==> config.mk <==
export PLATFORM = sky130hd
export DESIGN_NAME = frame_clk_aligner
export DESIGN_NICKNAME = d
export VERILOG_FILES = /design/src/rtl/fca_pkg.sv /design/src/rtl/fca_sync_edge.sv /design/src/rtl/fca_interval.sv /design/src/rtl/fca_divider.sv /design/src/rtl/frame_clk_aligner.sv
export SDC_FILE = /design/constraint.sdc
export NUM_CORES = 1
export LEC_CHECK = 0
export ABC_AREA = 1
export BUFFER_PORTS_ARGS = -buffer_cell sky130_fd_sc_hd__buf_2
export CAP_MARGIN = 20
export CORE_ASPECT_RATIO = 1.25
export CORE_MARGIN = 10
export CORE_UTILIZATION = 51
export CTS_BUF_LIST = sky130_fd_sc_hd__clkbuf_8
export DETAILED_ROUTE_END_ITERATION = 12
export PLACE_DENSITY = 0.75
export SYNTH_ARGS = -nofsm -noshare
export SYNTH_HDL_FRONTEND = slang
export SYNTH_HIERARCHICAL = 1
export SYNTH_SLANG_ARGS = --single-unit
==> constraint.sdc <==
create_clock -name clk -period 1.8 [get_ports clk]
set_input_delay 0.18 -clock clk [delete_from_list [all_inputs] [get_ports clk]]
set_output_delay 0.18 -clock clk [all_outputs]
set_load 0.05 [all_outputs]
==> src/rtl/fca_pkg.sv <==
// Package: shared helpers for the frame clock aligner.
// Assumes: counts passed in are at least 1.
package fca_pkg;

    // Bits needed to hold values 0 .. n-1, never less than one.
    function automatic int cnt_width(input int n);
        int w;
        w = $clog2(n);
        if (w < 1) w = 1;
        return w;
    endfunction

endpackage

==> src/rtl/fca_sync_edge.sv <==
// fca_sync_edge: brings an asynchronous sync waveform into the clock
// domain with two flops, then flags a falling edge for one cycle.
// Assumes: the idle level of the sync input is high, so every stage
// resets to 1 and reset release cannot create a false fall.
module fca_sync_edge (
    input  logic clk,
    input  logic rst_n,
    input  logic din,
    output logic fall
);

    logic meta_q;
    logic sync_q;
    logic prev_q;

    // Two-stage synchronizer followed by one history stage.
    always_ff @(posedge clk) begin
        if (!rst_n) begin
            meta_q <= 1'b1;
            sync_q <= 1'b1;
            prev_q <= 1'b1;
        end else begin
            meta_q <= din;
            sync_q <= meta_q;
            prev_q <= sync_q;
        end
    end

    // A registered high followed by a low marks the fall.
    always_comb begin
        fall = prev_q & ~sync_q;
    end

endmodule

==> src/rtl/fca_interval.sv <==
// fca_interval: counts clock cycles between recognised sync falls and
// reports, in the cycle of a fall, whether the spacing matches PERIOD
// within +/- TOL.
// Assumes: PERIOD > TOL. The counter saturates just above the window,
// so a long gap, or the very first fall after reset, never matches.
module fca_interval #(
    parameter int PERIOD = 9720,
    parameter int TOL    = 8
) (
    input  logic clk,
    input  logic rst_n,
    input  logic fall,
    output logic match
);

    import fca_pkg::*;

    localparam int SAT_I = PERIOD + TOL + 1;
    localparam int IW    = cnt_width(SAT_I + 1);
    localparam int LO_I  = (PERIOD - TOL < 1) ? 1 : PERIOD - TOL;
    localparam int HI_I  = PERIOD + TOL;

    localparam logic [IW-1:0] SAT_V = IW'(SAT_I);
    localparam logic [IW:0]   LO_V  = (IW + 1)'(LO_I);
    localparam logic [IW:0]   HI_V  = (IW + 1)'(HI_I);

    logic [IW-1:0] gap_q;
    logic [IW:0]   gap_now;

    // Cycles elapsed since the last fall, held at the saturation value.
    always_ff @(posedge clk) begin
        if (!rst_n) begin
            gap_q <= SAT_V;
        end else if (fall) begin
            gap_q <= '0;
        end else if (gap_q != SAT_V) begin
            gap_q <= gap_q + 1'b1;
        end
    end

    // Compare the spacing that ends in this cycle against the window.
    always_comb begin
        gap_now = {1'b0, gap_q} + 1'b1;
        match   = fall && (gap_now >= LO_V) && (gap_now <= HI_V);
    end

endmodule

==> src/rtl/fca_divider.sv <==
// fca_divider: free-running modulo-DIV counter. Its output is high while
// the count is below DIV/2, which gives a 50% duty cycle for even DIV.
// A load jumps the count to DIV/2, so the output falls on that edge.
// Assumes: DIV >= 2.
module fca_divider #(
    parameter int DIV = 2430
) (
    input  logic                              clk,
    input  logic                              rst_n,
    input  logic                              load,
    output logic                              out,
    output logic [fca_pkg::cnt_width(DIV)-1:0] cnt
);

    import fca_pkg::*;

    localparam int CW = cnt_width(DIV);
    localparam logic [CW-1:0] HALF_V = CW'(DIV / 2);
    localparam logic [CW-1:0] LAST_V = CW'(DIV - 1);

    logic [CW-1:0] cnt_q;

    // Count with wrap; an alignment load places the count at the fall.
    always_ff @(posedge clk) begin
        if (!rst_n) begin
            cnt_q <= '0;
        end else if (load) begin
            cnt_q <= HALF_V;
        end else if (cnt_q == LAST_V) begin
            cnt_q <= '0;
        end else begin
            cnt_q <= cnt_q + 1'b1;
        end
    end

    // Decode the high half of the period.
    always_comb begin
        out = (cnt_q < HALF_V);
        cnt = cnt_q;
    end

endmodule

==> src/rtl/frame_clk_aligner.sv <==
// frame_clk_aligner: divides a locked high-speed clock into fast and slow
// frame clocks and realigns them to falls of an external sync.
// Every permitted fall reloads the fast divider. The slow divider is
// reloaded only when the measured sync spacing matches its period.
// Assumes: align_permit is synchronous to clk and already folds in lock,
// enable and qualification.
module frame_clk_aligner #(
    parameter int DIV_FAST = 2430,
    parameter int DIV_SLOW = 9720,
    parameter int TOL      = 8
) (
    input  logic clk,
    input  logic rst_n,
    input  logic sync_in,
    input  logic align_permit,
    output logic clk8k_o,
    output logic clk2k_o,
    output logic aligned_o
);

    import fca_pkg::*;

    localparam int FCW = cnt_width(DIV_FAST);
    localparam int SCW = cnt_width(DIV_SLOW);

    logic           fall_pulse;
    logic           slow_match;
    logic           load_fast;
    logic           load_slow;
    logic [FCW-1:0] fast_cnt;
    logic [SCW-1:0] slow_cnt;
    logic           aligned_q;

    fca_sync_edge u_edge (
        .clk   (clk),
        .rst_n (rst_n),
        .din   (sync_in),
        .fall  (fall_pulse)
    );

    fca_interval #(
        .PERIOD (DIV_SLOW),
        .TOL    (TOL)
    ) u_gap (
        .clk   (clk),
        .rst_n (rst_n),
        .fall  (fall_pulse),
        .match (slow_match)
    );

    // Decide which dividers this cycle's fall realigns.
    always_comb begin
        load_fast = align_permit && fall_pulse;
        load_slow = align_permit && slow_match;
    end

    fca_divider #(.DIV(DIV_FAST)) u_fast (
        .clk   (clk),
        .rst_n (rst_n),
        .load  (load_fast),
        .out   (clk8k_o),
        .cnt   (fast_cnt)
    );

    fca_divider #(.DIV(DIV_SLOW)) u_slow (
        .clk   (clk),
        .rst_n (rst_n),
        .load  (load_slow),
        .out   (clk2k_o),
        .cnt   (slow_cnt)
    );

    // Aligned status: set by an applied alignment, cleared without permission.
    always_ff @(posedge clk) begin
        if (!rst_n) begin
            aligned_q <= 1'b0;
        end else if (!align_permit) begin
            aligned_q <= 1'b0;
        end else if (fall_pulse) begin
            aligned_q <= 1'b1;
        end
    end

    assign aligned_o = aligned_q;

endmodule

==> qor.yml <==
synth:
  yosys.area.top_type: "dfxtp_1"
  syn_avg_cell_area_um2: 6.34
  seq_area_frac_synth_pct: 35.0
  ys_types: 21
  synth_warnings: 6
  synth_area_mm2: 0.00252
  syn_inst: 397
  yosysTopAreaCellShare_pct: 35.0
  synth.area.top_cells: "dfxtp_1 (35%), nand2_1 (18%), inv_1 (9.2%)"
  ys_ff_latch: 44
  synth_nets: 406
grt:
  grt_max_degree: 16
  grt_pass1_wl_mm: 9.68
  grt_usage_pct: 13.6
  grt_overflow: 0
  antenna_found_initial: 0
  first_global_vias: 2297
setup_path:
  worstSetupStartpointType: "register"
  endpoint: "u_gap/gap_q[12]"
  r2r_setup_slack_ns: -0.15
  startpoint: "u_gap/gap_q[0]"
  crit_arrival_ns: 2.17
  cp-end-kind: "register"
  critPathKind: "register to register"
  crit_fanout: 7
  r2r-start: "u_gap/gap_q[0]"
  worst_ep_required_time_ns: 2.02
  r2r-end: "u_gap/gap_q[12]"
  r2r_cells: 14
drt:
  top_layer: "met4"
  drc_errors: 0
  met3_length_um: 232
  wl_mm: 5.61
  wl_met2_mm: 2.85
  drt_iter0_markers: 92
  via_per_inst: 4.96
  drt_pre_antenna_iters: 5
  routedLengthMet1_mm: 2.44
  ant_nets: 0
  routedWlPerCell_um: 11.1
  num_vias: 2495
place:
  gp_congestion: 0.914
  port_buffers: 6
  hpwlAfterDp_mm: 4.30
  placed_cell_area_mm2: 0.00282
  place_ws_ns: -0.150
clock_network:
  ctsHoldBuffers: 0
  cts-root-buf: "clkbuf_8"
  clkTransAtPathRegs_ns: 0.08
  cts-htree-levels: 2
  cts_tree: "done"
  clk_latency_ns: 0.29
  cts_buffer_depth: 2
  cts_inserted_buffers: 5
  numClockSinks: 44
floorplanning:
  dieArea_mm2: 0.00816
  core_area_mm2: 0.00476
  rows: 28
  start_util_pct: 52.8
  fp.dieH_um: 98.5
  ios: 7
  die_w_um: 82.8
cells_and_area:
  fillers: 443
  layout.nets: 451
  syn_to_final_growth_pct: 21.4
  design_area_mm2: 0.00305
  layout_commonest_cell: "nand2_1"
  antenna_cells: 0
  layout_common_cells: "nand2_1 (115), inv_1 (60), nor2_1 (50)"
  layout-drive-gt1-share_pct: 19.2
min_path:
  hold_path_class: "input port to register"
  min_path_cells: 3
sta:
  timing.setup.tns_ns: -1.08
  rsz0062_at_grt: "yes"
  layout_setup_ws_ns: -0.150
  fin_crit_ns: 1.95
  holdWs_ns: 0.0537
  finClkSkew_ns: 0.00726
  max_slew_margin_pct: 74.9
  post-route-period-util_pct: 108
  setup_violations: 14
  fmax_mhz: 513
  hold_viol: 0
  report.final.slew_viol_count: 0
  worst_slew_pin_slew_ns: 0.374
status:
  status: "complete, but fails checks"
  failed_checks: "setup timing"
power:
  p_leak_nw: 1.39
  powerDensity_mw_per_mm2: 868
  ir_worst_vdd_v: 0.000809
job:
  timing.max_cap.violations: 0
cells by family after synthesis:
kind of cell,share of synthesized area (%)
DFF,35.0
adders and majority gates,2.49
buffers and inverters,9.45
AOI/OAI and AO/OA,6.86
and+or+nand+nor,41.0
xor gates and xnor gates,5.17
synthesized netlist by cell type, drive strengths merged:
cell,number
nand2,124
nor2,65
inv,62
dfxtp,44
nand3,30
o21ai,16
a21oi,14
nand4,12
xor2,10
nor3,7
ha,5
xnor2,4
a211oi,1
buf,1
o211ai,1
o21bai,1
area by class of cell:
cell class              instances  area (µm²)  share of cell area [%]
repair buffers                 39         280                    9.18
clock buffers                   6        82.6                    2.70
well taps                      60        75.1                    2.46
flip-flops and latches         44         892                    29.2
clock inverters                 2        38.8                    1.27
multi-input cells             290        1450                    47.6
inverters                      62         233                    7.62
where the power goes:
| group | switching, W | internal (W) | leakage (nW) |
|---|---|---|---|
| Sequential | 0.000120 | 0.00108 | 0.360 |
| Combinational | 0.000355 | 0.000308 | 0.972 |
| Clock | 0.000330 | 0.000454 | 0.0614 |
timing repair:
action	CTS	global route
gates resized for setup	10	11
setup buffers	7	2
pin swaps	4	7
setup endpoints to repair	15	16
flip-flops by register name (all words and copies together) (netlist names):
signal,count
aligned_o,1
u_edge/meta_q,1
u_edge/prev_q,1
u_edge/sync_q,1
u_fast/cnt,12
u_gap/gap_q,14
u_slow/cnt,14
critical path, cell delays in order, from the launching register on:
cell and delay [ns]:
dfxtp_4 0.37, ha_4 0.17, nand2_4 0.06, nor2_4 0.06
nand3_2 0.07, nand2_2 0.06, buf_4 0.13, buf_4 0.12
buf_4 0.12, buf_4 0.12, buf_4 0.12, buf_4 0.12
buf_4 0.12, buf_4 0.12, a21oi_1 0.12
per-layer routing:
metal / vias up / track usage, %
met2: 49 / 24.3
met1: 1109 / 15.3
met5: - / 0
met3: 8 / 3.29
li1: 1329 / -
met4: 0 / 4.86
metrics by stage:
| step | util [%] | std cells | total power (W) |
|---|---|---|---|
| after global placement | 59.1 | 486 | 0.00183 |
| after floorplan | - | 397 | 0.00160 |
| after detailed placement | 59.1 | 486 | 0.00184 |
| after global routing | 64.1 | 503 | 0.00284 |
| after CTS | 63.1 | 501 | 0.00267 |
| final | 64.1 | 503 | 0.00265 |
worst min path at each step:
stage	from	to	slack, ns
detailed placement	sync_in	u_edge/meta_q	0.36
CTS	sync_in	u_edge/meta_q	0.05
global placement	sync_in	u_edge/meta_q	0.35
global route	sync_in	u_edge/meta_q	0.06
floorplan	rst_n	u_edge/meta_q	0.25
finish	sync_in	u_edge/meta_q	0.05
(Power assumes the default switching activity.)
